--- src/rtl/bsc_rx_pkg.sv ---
package bsc_rx_pkg;
  localparam int DATA_W = 8;
  localparam int BCS_W  = 16;

  // One byte of LSB-first CRC with a reflected polynomial.
  function automatic logic [BCS_W-1:0] bcs_next(
    input logic [BCS_W-1:0]  cur,
    input logic [DATA_W-1:0] d,
    input logic [BCS_W-1:0]  poly_rev
  );
    logic [BCS_W-1:0] c;
    c = cur ^ {{(BCS_W-DATA_W){1'b0}}, d};
    for (int i = 0; i < DATA_W; i++) begin
      c = c[0] ? ((c >> 1) ^ poly_rev) : (c >> 1);
    end
    return c;
  endfunction
endpackage

--- src/rtl/bsc_ctl_table.sv ---
module bsc_ctl_table
  import bsc_rx_pkg::*;
#(
  parameter int DEPTH = 8,
  localparam int IDX_W = (DEPTH > 1) ? $clog2(DEPTH) : 1
) (
  input  logic              clk,
  input  logic              rst_n,
  input  logic              wr_en,
  input  logic [IDX_W-1:0]  wr_idx,
  input  logic              wr_vld,
  input  logic [DATA_W-1:0] wr_char,
  input  logic [DATA_W-1:0] probe,
  output logic              hit
);
  logic [DEPTH-1:0]              ent_vld;
  logic [DEPTH-1:0][DATA_W-1:0]  ent_chr;
  logic [DEPTH-1:0]              ent_hit;

  for (genvar g = 0; g < DEPTH; g++) begin : g_ent
    always_ff @(posedge clk) begin
      if (!rst_n) begin
        ent_vld[g] <= 1'b0;
        ent_chr[g] <= '0;
      end else if (wr_en && wr_idx == IDX_W'(g)) begin
        ent_vld[g] <= wr_vld;
        ent_chr[g] <= wr_char;
      end
    end
    assign ent_hit[g] = ent_vld[g] && (ent_chr[g] == probe);
  end

  assign hit = |ent_hit;

  // an invalid table never reports a hit
  assert_invalid_no_hit_R6: assert property (@(posedge clk) disable iff (!rst_n)
    (ent_vld == '0) |-> !hit);
endmodule

--- src/rtl/bsc_rx_classify.sv ---
module bsc_rx_classify
  import bsc_rx_pkg::*;
(
  input  logic              clk,
  input  logic              rst_n,
  input  logic              rx_valid,
  input  logic [DATA_W-1:0] rx_byte,
  input  logic              xparent_en,
  input  logic [DATA_W-1:0] sync_chr,
  input  logic [DATA_W-1:0] dle_chr,
  output logic              deliver,
  output logic              ctl_ok
);
  logic esc_q, esc_d;
  logic is_dle, is_sync;

  assign is_dle  = (rx_byte == dle_chr);
  assign is_sync = (rx_byte == sync_chr);

  always_comb begin
    deliver = 1'b0;
    ctl_ok  = 1'b0;
    esc_d   = 1'b0;
    if (rx_valid) begin
      if (!xparent_en) begin
        deliver = !is_sync;
        ctl_ok  = 1'b1;
      end else if (!esc_q) begin
        esc_d   = is_dle;
        deliver = !is_dle;
      end else if (is_sync) begin
        deliver = 1'b0;
      end else begin
        deliver = 1'b1;
        ctl_ok  = !is_dle;
      end
    end
  end

  always_ff @(posedge clk) begin
    if (!rst_n)           esc_q <= 1'b0;
    else if (!xparent_en) esc_q <= 1'b0;
    else if (rx_valid)    esc_q <= esc_d;
  end

  // leaving transparent mode cancels a pending prefix
  assert_esc_cancel_R11: assert property (@(posedge clk) disable iff (!rst_n)
    !xparent_en |=> !esc_q);
  // a fresh DLE in transparent mode is never delivered
  assert_dle_strip_R3: assert property (@(posedge clk) disable iff (!rst_n)
    (xparent_en && rx_valid && !esc_q && is_dle) |-> !deliver);
  // a bare byte in transparent mode never qualifies as control
  assert_bare_no_ctl_R4: assert property (@(posedge clk) disable iff (!rst_n)
    (xparent_en && !esc_q) |-> !ctl_ok);
endmodule

--- src/rtl/bsc_bcs_accum.sv ---
module bsc_bcs_accum
  import bsc_rx_pkg::*;
#(
  parameter logic [BCS_W-1:0] POLY_REV = 16'hA001
) (
  input  logic              clk,
  input  logic              rst_n,
  input  logic              clear,
  input  logic              upd,
  input  logic [DATA_W-1:0] data,
  output logic [BCS_W-1:0]  bcs
);
  always_ff @(posedge clk) begin
    if (!rst_n || clear) bcs <= '0;
    else if (upd)        bcs <= bcs_next(bcs, data, POLY_REV);
  end

  // a clear leaves a zero accumulator
  assert_clear_zero_R8: assert property (@(posedge clk) disable iff (!rst_n)
    clear |=> (bcs == '0));
  // the accumulator holds when nothing is delivered
  assert_hold_R7: assert property (@(posedge clk) disable iff (!rst_n)
    (!clear && !upd) |=> $stable(bcs));
endmodule

--- src/rtl/bsc_rx_framer.sv ---
module bsc_rx_framer
  import bsc_rx_pkg::*;
#(
  parameter int                 TBL_DEPTH = 8,
  parameter logic [DATA_W-1:0]  SYNC_RST  = 8'h32,
  parameter logic [DATA_W-1:0]  DLE_RST   = 8'h10,
  parameter logic [BCS_W-1:0]   POLY_REV  = 16'hA001,
  localparam int TIDX_W = (TBL_DEPTH > 1) ? $clog2(TBL_DEPTH) : 1
) (
  input  logic              clk,
  input  logic              rst_n,
  input  logic              rx_valid,
  input  logic [DATA_W-1:0] rx_byte,
  input  logic              xparent_en,
  input  logic              bcs_clear,
  input  logic              evt_mask,
  input  logic              chr_wr_en,
  input  logic              chr_wr_sel,
  input  logic [DATA_W-1:0] chr_wr_data,
  input  logic              tbl_wr_en,
  input  logic [TIDX_W-1:0] tbl_wr_idx,
  input  logic              tbl_wr_vld,
  input  logic [DATA_W-1:0] tbl_wr_char,
  output logic              out_valid,
  output logic [DATA_W-1:0] out_byte,
  output logic              byte_evt,
  output logic              block_end,
  output logic [BCS_W-1:0]  bcs
);
  logic [DATA_W-1:0] sync_chr, dle_chr;
  logic              deliver, ctl_ok, tbl_hit;

  always_ff @(posedge clk) begin
    if (!rst_n) begin
      sync_chr <= SYNC_RST;
      dle_chr  <= DLE_RST;
    end else if (chr_wr_en) begin
      if (chr_wr_sel) dle_chr  <= chr_wr_data;
      else            sync_chr <= chr_wr_data;
    end
  end

  bsc_rx_classify i_cls (
    .clk(clk), .rst_n(rst_n), .rx_valid(rx_valid), .rx_byte(rx_byte),
    .xparent_en(xparent_en), .sync_chr(sync_chr), .dle_chr(dle_chr),
    .deliver(deliver), .ctl_ok(ctl_ok)
  );

  bsc_ctl_table #(.DEPTH(TBL_DEPTH)) i_tbl (
    .clk(clk), .rst_n(rst_n), .wr_en(tbl_wr_en), .wr_idx(tbl_wr_idx),
    .wr_vld(tbl_wr_vld), .wr_char(tbl_wr_char), .probe(rx_byte), .hit(tbl_hit)
  );

  bsc_bcs_accum #(.POLY_REV(POLY_REV)) i_bcs (
    .clk(clk), .rst_n(rst_n), .clear(bcs_clear), .upd(deliver),
    .data(rx_byte), .bcs(bcs)
  );

  always_ff @(posedge clk) begin
    if (!rst_n) begin
      out_valid <= 1'b0;
      out_byte  <= '0;
      byte_evt  <= 1'b0;
      block_end <= 1'b0;
    end else begin
      out_valid <= deliver;
      byte_evt  <= deliver && !evt_mask;
      block_end <= deliver && ctl_ok && tbl_hit;
      if (deliver) out_byte <= rx_byte;
    end
  end

  // every output strobe follows an input strobe
  assert_out_follows_in_R1: assert property (@(posedge clk) disable iff (!rst_n)
    out_valid |-> $past(rx_valid));
  // block end only on a delivered byte
  assert_end_with_byte_R6: assert property (@(posedge clk) disable iff (!rst_n)
    block_end |-> out_valid);
  // per-byte event only on a delivered byte
  assert_evt_with_byte_R9: assert property (@(posedge clk) disable iff (!rst_n)
    byte_evt |-> out_valid);
  // bare SYNC in normal mode yields nothing
  assert_sync_drop_R2: assert property (@(posedge clk) disable iff (!rst_n)
    (rx_valid && !xparent_en && rx_byte == sync_chr) |=> !out_valid);
endmodule

--- config.mk ---
export PLATFORM = sky130hd
export DESIGN_NAME = bsc_rx_framer
export DESIGN_NICKNAME = d
export VERILOG_FILES = /design/src/rtl/bsc_rx_pkg.sv /design/src/rtl/bsc_ctl_table.sv /design/src/rtl/bsc_rx_classify.sv /design/src/rtl/bsc_bcs_accum.sv /design/src/rtl/bsc_rx_framer.sv
export SDC_FILE = /design/constraint.sdc
export NUM_CORES = 1
export LEC_CHECK = 0
export BUFFER_PORTS_ARGS = -buffer_cell sky130_fd_sc_hd__buf_2
export CORE_MARGIN = 2
export CORE_UTILIZATION = 35
export CTS_BUF_LIST = sky130_fd_sc_hd__clkbuf_16
export CTS_CLUSTER_SIZE = 16
export DETAILED_ROUTE_END_ITERATION = 8
export REMOVE_ABC_BUFFERS = 1
export SLEW_MARGIN = 10
export SYNTH_ARGS = -nofsm -noshare
export SYNTH_HDL_FRONTEND = slang
export SYNTH_SLANG_ARGS = --single-unit
--- constraint.sdc ---
create_clock -name clk -period 3.1 [get_ports clk]
set_input_delay 0 -clock clk [delete_from_list [all_inputs] [get_ports clk]]
set_output_delay 0 -clock clk [all_outputs]
set_load 0.02 [all_outputs]
# After elaboration in Yosys (flattened, before gate mapping)
# Cells that the tools add are included.
# word_totals
register_bits,116
latchBits,0
ramBits,0
romBits,0
in_bits,37
output_inout_bits,27
elab_cells,97
memories,0
# op_classes
add_sub_neg,0
mul,0
n_div,0
order_cmp,0
eq_ne,17
n_shift,0
muxes,17
n_bitwise,10
n_reduce_logical,29
# ops
op,n
$mux 16,8
$eq 8x8->1,10
$not 2->3,8
$logic_and 1x1->1,19
$xor 16x8->16,1
$eq 3x3->1 const B,4
$mux 1,9
$reduce_or 8->1,1
$eq 3x2->1 const B,2
$reduce_and 2->1,3
$logic_not 1->1,4
$eq 3x1->1 const B,1
$logic_not 3->1,1
$logic_or 1x1->1,1
$not 1->1,1

# Longest topological paths before layout
# logic_depth
ltp_word,17
ltp_mapped,8
mapped_depth_nobuf,5

# Modules after synthesis
# A second synthesis with hierarchy kept.
# hier_totals
hier_cells,644
area_unflattened_um2,5637.9
# modules_own_cells
mod,instances,cells_per_inst,area_each_um2,seq_area_each_um2
bsc_ctl_table,1,435,3565.9,1441.4
bsc_rx_framer,1,99,1027.2,540.5
bsc_bcs_accum,1,77,797.0,320.3
bsc_rx_classify,1,33,247.7,20.0

# Least setup slack after synthesis
# OpenSTA, ideal clock, no wires.
# synth_path
path_kind,register to register
startpoint,register i_bcs.bcs[0]
endpoint,register i_bcs.bcs[0]
setup_ns,0.063
t_arrival_ns,1.646
t_required_ns,3.037
slack_ns,1.391
path_stages_with_launch,6
path_buffers,0
synth_period_minus_slack_ns,1.709
path_cell_list,dfxtp_1 xnor2_2 xnor3_1 xor3_1 a221o_1 nand3_1
# synth_via
elab_chain_cells,9
# synth_rtl
element,line,rtl
"start, declared",bsc_bcs_accum.sv:11,output logic [BCS_W-1:0] bcs
"start signal, assigned",bsc_bcs_accum.sv:15,"else if (upd) bcs <= bcs_next(bcs, data, POLY_REV);"
$xor 16x8->16,bsc_rx_pkg.sv:12,"c = cur ^ {{(BCS_W-DATA_W){1'b0}}, d};"
$mux 16 (8 in series),bsc_rx_pkg.sv:14,c = c[0] ? ((c >> 1) ^ poly_rev) : (c >> 1);
# Every way passes these cells.
# A chain may end at the register's enable or synchronous reset.

# Final worst setup path
# layout_path
startpoint,register sync_chr[4]
endpoint,register i_bcs.bcs[11]
# layout_via
elab_chain_cells,5
elab_cells_between_ends,6
cone_classes,eq/ne (1); mux (4); reduce/logical (1)
# layout_rtl
element,line,rtl
"start, declared",bsc_rx_framer.sv:30,"logic [DATA_W-1:0] sync_chr, dle_chr;"
"start signal, assigned",bsc_rx_framer.sv:39,else sync_chr <= chr_wr_data;
$eq 8x8->1 (*),bsc_rx_classify.sv:18,assign is_sync = (rx_byte == sync_chr);
$mux 1,bsc_rx_classify.sv:31,end else if (is_sync) begin
$mux 1,bsc_rx_classify.sv:28,end else if (!esc_q) begin
$mux 1 (*),bsc_rx_classify.sv:25,if (!xparent_en) begin
$mux 1 (*),bsc_rx_classify.sv:24,if (rx_valid) begin
# Mark *: on every way between the ends. The rest lies on a longest branch, timed or not.

==> impl_metrics.xml <==
<?xml version="1.0" encoding="UTF-8"?>
<metrics>
  <group name="synth">
    <metric name="synth.area.top_cells" unit="">dfxtp_1, nand2_1, xor2_1, a21oi_1, xnor2_1</metric>
    <metric name="ys.warnings.count" unit="">0</metric>
    <metric name="synth_edf_count" unit="">0</metric>
    <metric name="synth_area" unit="sq um">5500</metric>
    <metric name="syn_area_per_cell" unit="sq um">8.10</metric>
    <metric name="yosysUniqueCellTypes" unit="">39</metric>
    <metric name="post_synth_inst_count" unit="">679</metric>
    <metric name="synth_seq_cells" unit="">116</metric>
    <metric name="async_flop_share" unit="">0</metric>
    <metric name="postSynth.topFlopCell" unit="">dfxtp_1</metric>
    <metric name="fraction_of_synthesized_cell_area_taken_by_the_top_area_cell_type" unit="">0.422</metric>
    <metric name="synth_sequential_area_ratio" unit="">0.422</metric>
    <metric name="yosys.area.top_type" unit="">dfxtp_1</metric>
  </group>
  <group name="grt">
    <metric name="globalRouteOverflowTotal" unit="">0</metric>
    <metric name="number_of_global_route_vias_before_repair" unit="">4497</metric>
    <metric name="grt_usage" unit="">0.189</metric>
    <metric name="grt_start_max_net_pins" unit="">94</metric>
    <metric name="grt_pass1_wl" unit="um">24200</metric>
    <metric name="antenna_found_initial" unit="">0</metric>
  </group>
  <group name="detailed_routing">
    <metric name="drt_wl_total" unit="um">15500</metric>
    <metric name="drt-wirelength-per-cell" unit="um">15.9</metric>
    <metric name="detailroute.via_count" unit="">4858</metric>
    <metric name="drt_first_pass_iters" unit="">5</metric>
    <metric name="drcViolationCount" unit="">0</metric>
    <metric name="detail_route_antenna_nets" unit="">0</metric>
    <metric name="drt_first_iter_violations" unit="">447</metric>
    <metric name="route.detailed.vias_per_inst" unit="">4.97</metric>
  </group>
  <group name="floorplan">
    <metric name="core_region_area" unit="sq um">15300</metric>
    <metric name="initial_utilization" unit="">0.360</metric>
    <metric name="floorplan.rows" unit="">45</metric>
    <metric name="dieHeight" unit="um">129</metric>
    <metric name="die_area" unit="sq um">16700</metric>
    <metric name="floorplan.die.width" unit="um">129</metric>
    <metric name="ioPinCount" unit="">64</metric>
  </group>
  <group name="timing">
    <metric name="final-setup-viol-count" unit="">0</metric>
    <metric name="max_slew.worst_pin.slew" unit="ps">1060</metric>
    <metric name="timing.final.hold_violations" unit="">0</metric>
    <metric name="post-route-period-util" unit="">0.662</metric>
    <metric name="clock_skew" unit="ps">7.45</metric>
    <metric name="setup-tns-final" unit="ps">0</metric>
    <metric name="rsz_0062_raised_after_global_routing" unit="">no</metric>
    <metric name="max_slew_vio_count" unit="">0</metric>
    <metric name="post_layout_minimum_cycle_time" unit="ps">2050</metric>
    <metric name="clock.fmax" unit="MHz">488</metric>
    <metric name="worst_slew_margin_rel" unit="">0.290</metric>
  </group>
  <group name="worst_setup_path">
    <metric name="worstSetupStartpointType" unit="">register</metric>
    <metric name="cp.required" unit="ps">3410</metric>
    <metric name="worst_ep_arrival_time" unit="ps">2360</metric>
    <metric name="worstSetupPathType" unit="">reg -&gt; reg</metric>
    <metric name="cp-end-kind" unit="">register</metric>
    <metric name="critical_path_peak_fanout" unit="">20</metric>
  </group>
  <group name="job">
    <metric name="cap_viol_max_count" unit="">0</metric>
  </group>
  <group name="place">
    <metric name="post_dp_cell_area" unit="sq um">5910</metric>
    <metric name="dp_hpwl" unit="um">9880</metric>
    <metric name="placement.io_buffers" unit="">63</metric>
    <metric name="routabilityCongestion" unit="">0.795</metric>
  </group>
  <group name="clock_tree">
    <metric name="clock_tree_from_tritoncts" unit="">yes</metric>
    <metric name="cts_repair_resize_count" unit="">0</metric>
    <metric name="ctsLongestPathBuffers" unit="">2</metric>
    <metric name="cts_buffers" unit="">17</metric>
    <metric name="insertion_delay" unit="ps">410</metric>
    <metric name="number_of_clock_sinks" unit="">116</metric>
    <metric name="clock-root-buffer" unit="">clkbuf_16</metric>
    <metric name="h-tree-depth" unit="">4</metric>
    <metric name="clkTransAtPathRegs" unit="ps">50</metric>
  </group>
  <group name="hold_path">
    <metric name="worst_hold_path_type" unit="">in -&gt; reg</metric>
  </group>
  <group name="power">
    <metric name="powerDensity" unit="nW/um^2">552</metric>
    <metric name="power.static_leakage" unit="uW">0.00263</metric>
    <metric name="p_int" unit="uW">2720</metric>
    <metric name="power.share.clock" unit="">0.442</metric>
    <metric name="switching_power" unit="uW">985</metric>
    <metric name="p_seq_frac" unit="">0.427</metric>
    <metric name="combPwrFrac" unit="">0.132</metric>
    <metric name="power.share.switching" unit="">0.266</metric>
    <metric name="vdd_ir_drop_max" unit="mV">0.405</metric>
  </group>
  <group name="cells_and_area">
    <metric name="num-fill-cells" unit="">1558</metric>
    <metric name="fraction_of_layout_cells_with_a_size_suffix_above_1" unit="">0.144</metric>
    <metric name="antenna_cells" unit="">0</metric>
    <metric name="final_cell_area" unit="sq um">6700</metric>
    <metric name="area_growth_syn_to_layout" unit="%">22.0</metric>
    <metric name="design.final.nets" unit="">791</metric>
  </group>
  <group name="run_status">
    <metric name="outcome" unit="">finished clean</metric>
  </group>
</metrics>
-- sequential cells by signal, summed over array words and instances (netlist names) --
name	flops
i_tbl.ent_vld	8
i_bcs.bcs	16
block_end	1
sync_chr	8
out_byte	8
i_cls.esc_q	1
i_tbl.ent_chr	64
out_valid	1
byte_evt	1
dle_chr	8
-- through the flow --
step                total power, uW  hold slack [ps]  setup slack (ps)   util  instances
floorplan                      1880             71.6               941      -        631
CTS                            3720             86.3              1060  0.439        977
global placement               2060              165              1080  0.387        915
finish                         3700             97.1              1050  0.439        977
global route                   3840              120               820  0.439        977
detailed placement             2060              159              1060  0.387        915
-- synth_stat cells (all sizes together) (2+ instances only) --
library cell / number
buf: 29
inv: 2
nor4: 10
dfxtp: 116
nor2: 10
a211oi: 6
nand4: 14
o21ai: 16
a21oi: 105
nand3: 33
nand2b: 7
xor2: 66
xnor2: 32
o211a: 2
nand2: 178
clkbuf: 19
nor3: 19
nor2b: 6
-- worst max-delay path, stage by stage (launching register included) --
cell and delay, ps:
dfxtp_1 310, xor2_1 150, nor4_2 400, a21o_1 630, nand2_2 230, a211oi_1 250
-- power groups by stage --
stage | combinational [uW] | sequential [uW] | clock (uW)
after floorplan | 253 | 1620 | 0
after CTS | 485 | 1580 | 1660
after global routing | 533 | 1580 | 1730
final | 487 | 1580 | 1630
after detailed placement | 455 | 1610 | 0
after global placement | 454 | 1610 | 0
-- kinds of logic after synthesis --
| family | count (synthesis) | synth area share |
|---|---|---|
| AO/OA/AOI/OAI | 134 | 0.132 |
| XOR/XNOR | 100 | 0.174 |
| buffers and inverters | 50 | 0.0453 |
| flip-flops | 116 | 0.422 |
| AND/OR/NAND/NOR | 279 | 0.226 |
-- cells in the final DEF, fill, tap and decap left out, types with 2 or more instances in the layout --
cell type      instances
a211oi_1               6
a21oi_1              104
buf_2                 63
buf_4                 10
clkbuf_16             17
clkinv_1               4
clkinv_2               5
dfxtp_1              116
dlygate4sd3_1         31
inv_1                  6
nand2_1              177
nand2b_1               7
nand3_1               33
nand4_1               14
nor2_1                10
nor2b_1                6
nor3_1                18
nor4_1                 8
o21ai_1               15
xnor2_1               27
xnor2_2                5
xor2_1                64
xor2_2                 2
-- routing by layer --
metal	GRT usage	part of all wire	vias to the layer above
met5	0	0	-
met4	0.0537	0.016	0
met3	0.0384	0.053	19
met2	0.280	0.42	147
met1	0.278	0.51	2275
li1	-	-	2417
-- final cells by class --
class / instances / area (sq um) / area share
Clock inverter: 14 / 58.8 / 0.00877
Sequential cell: 116 / 2320 / 0.346
Timing Repair Buffer: 104 / 701 / 0.105
Inverter: 2 / 7.51 / 0.00112
Tap cell: 211 / 264 / 0.0394
Multi-Input combinational cell: 513 / 2930 / 0.436
Clock buffer: 17 / 425 / 0.0635
-- repair_timing --
item / CTS / global route
hold endpoints to repair: 93 / 0
buffers inserted: 0 / 0
hold buffers: 31 / 0
-- path summary, 6_finish.rpt --
check	start	to	slack [ps]	cells after the start
setup / recovery	sync_chr[4]	i_bcs.bcs[11]	1050	5
hold reg to reg	i_tbl.ent_vld[6]	i_tbl.ent_vld[6]	450	2
setup reg to reg	sync_chr[4]	i_bcs.bcs[11]	1050	5
hold / removal	tbl_wr_idx[1]	i_tbl.ent_chr[3]	100	4
Note: power is estimated with default switching activity, not from simulation.
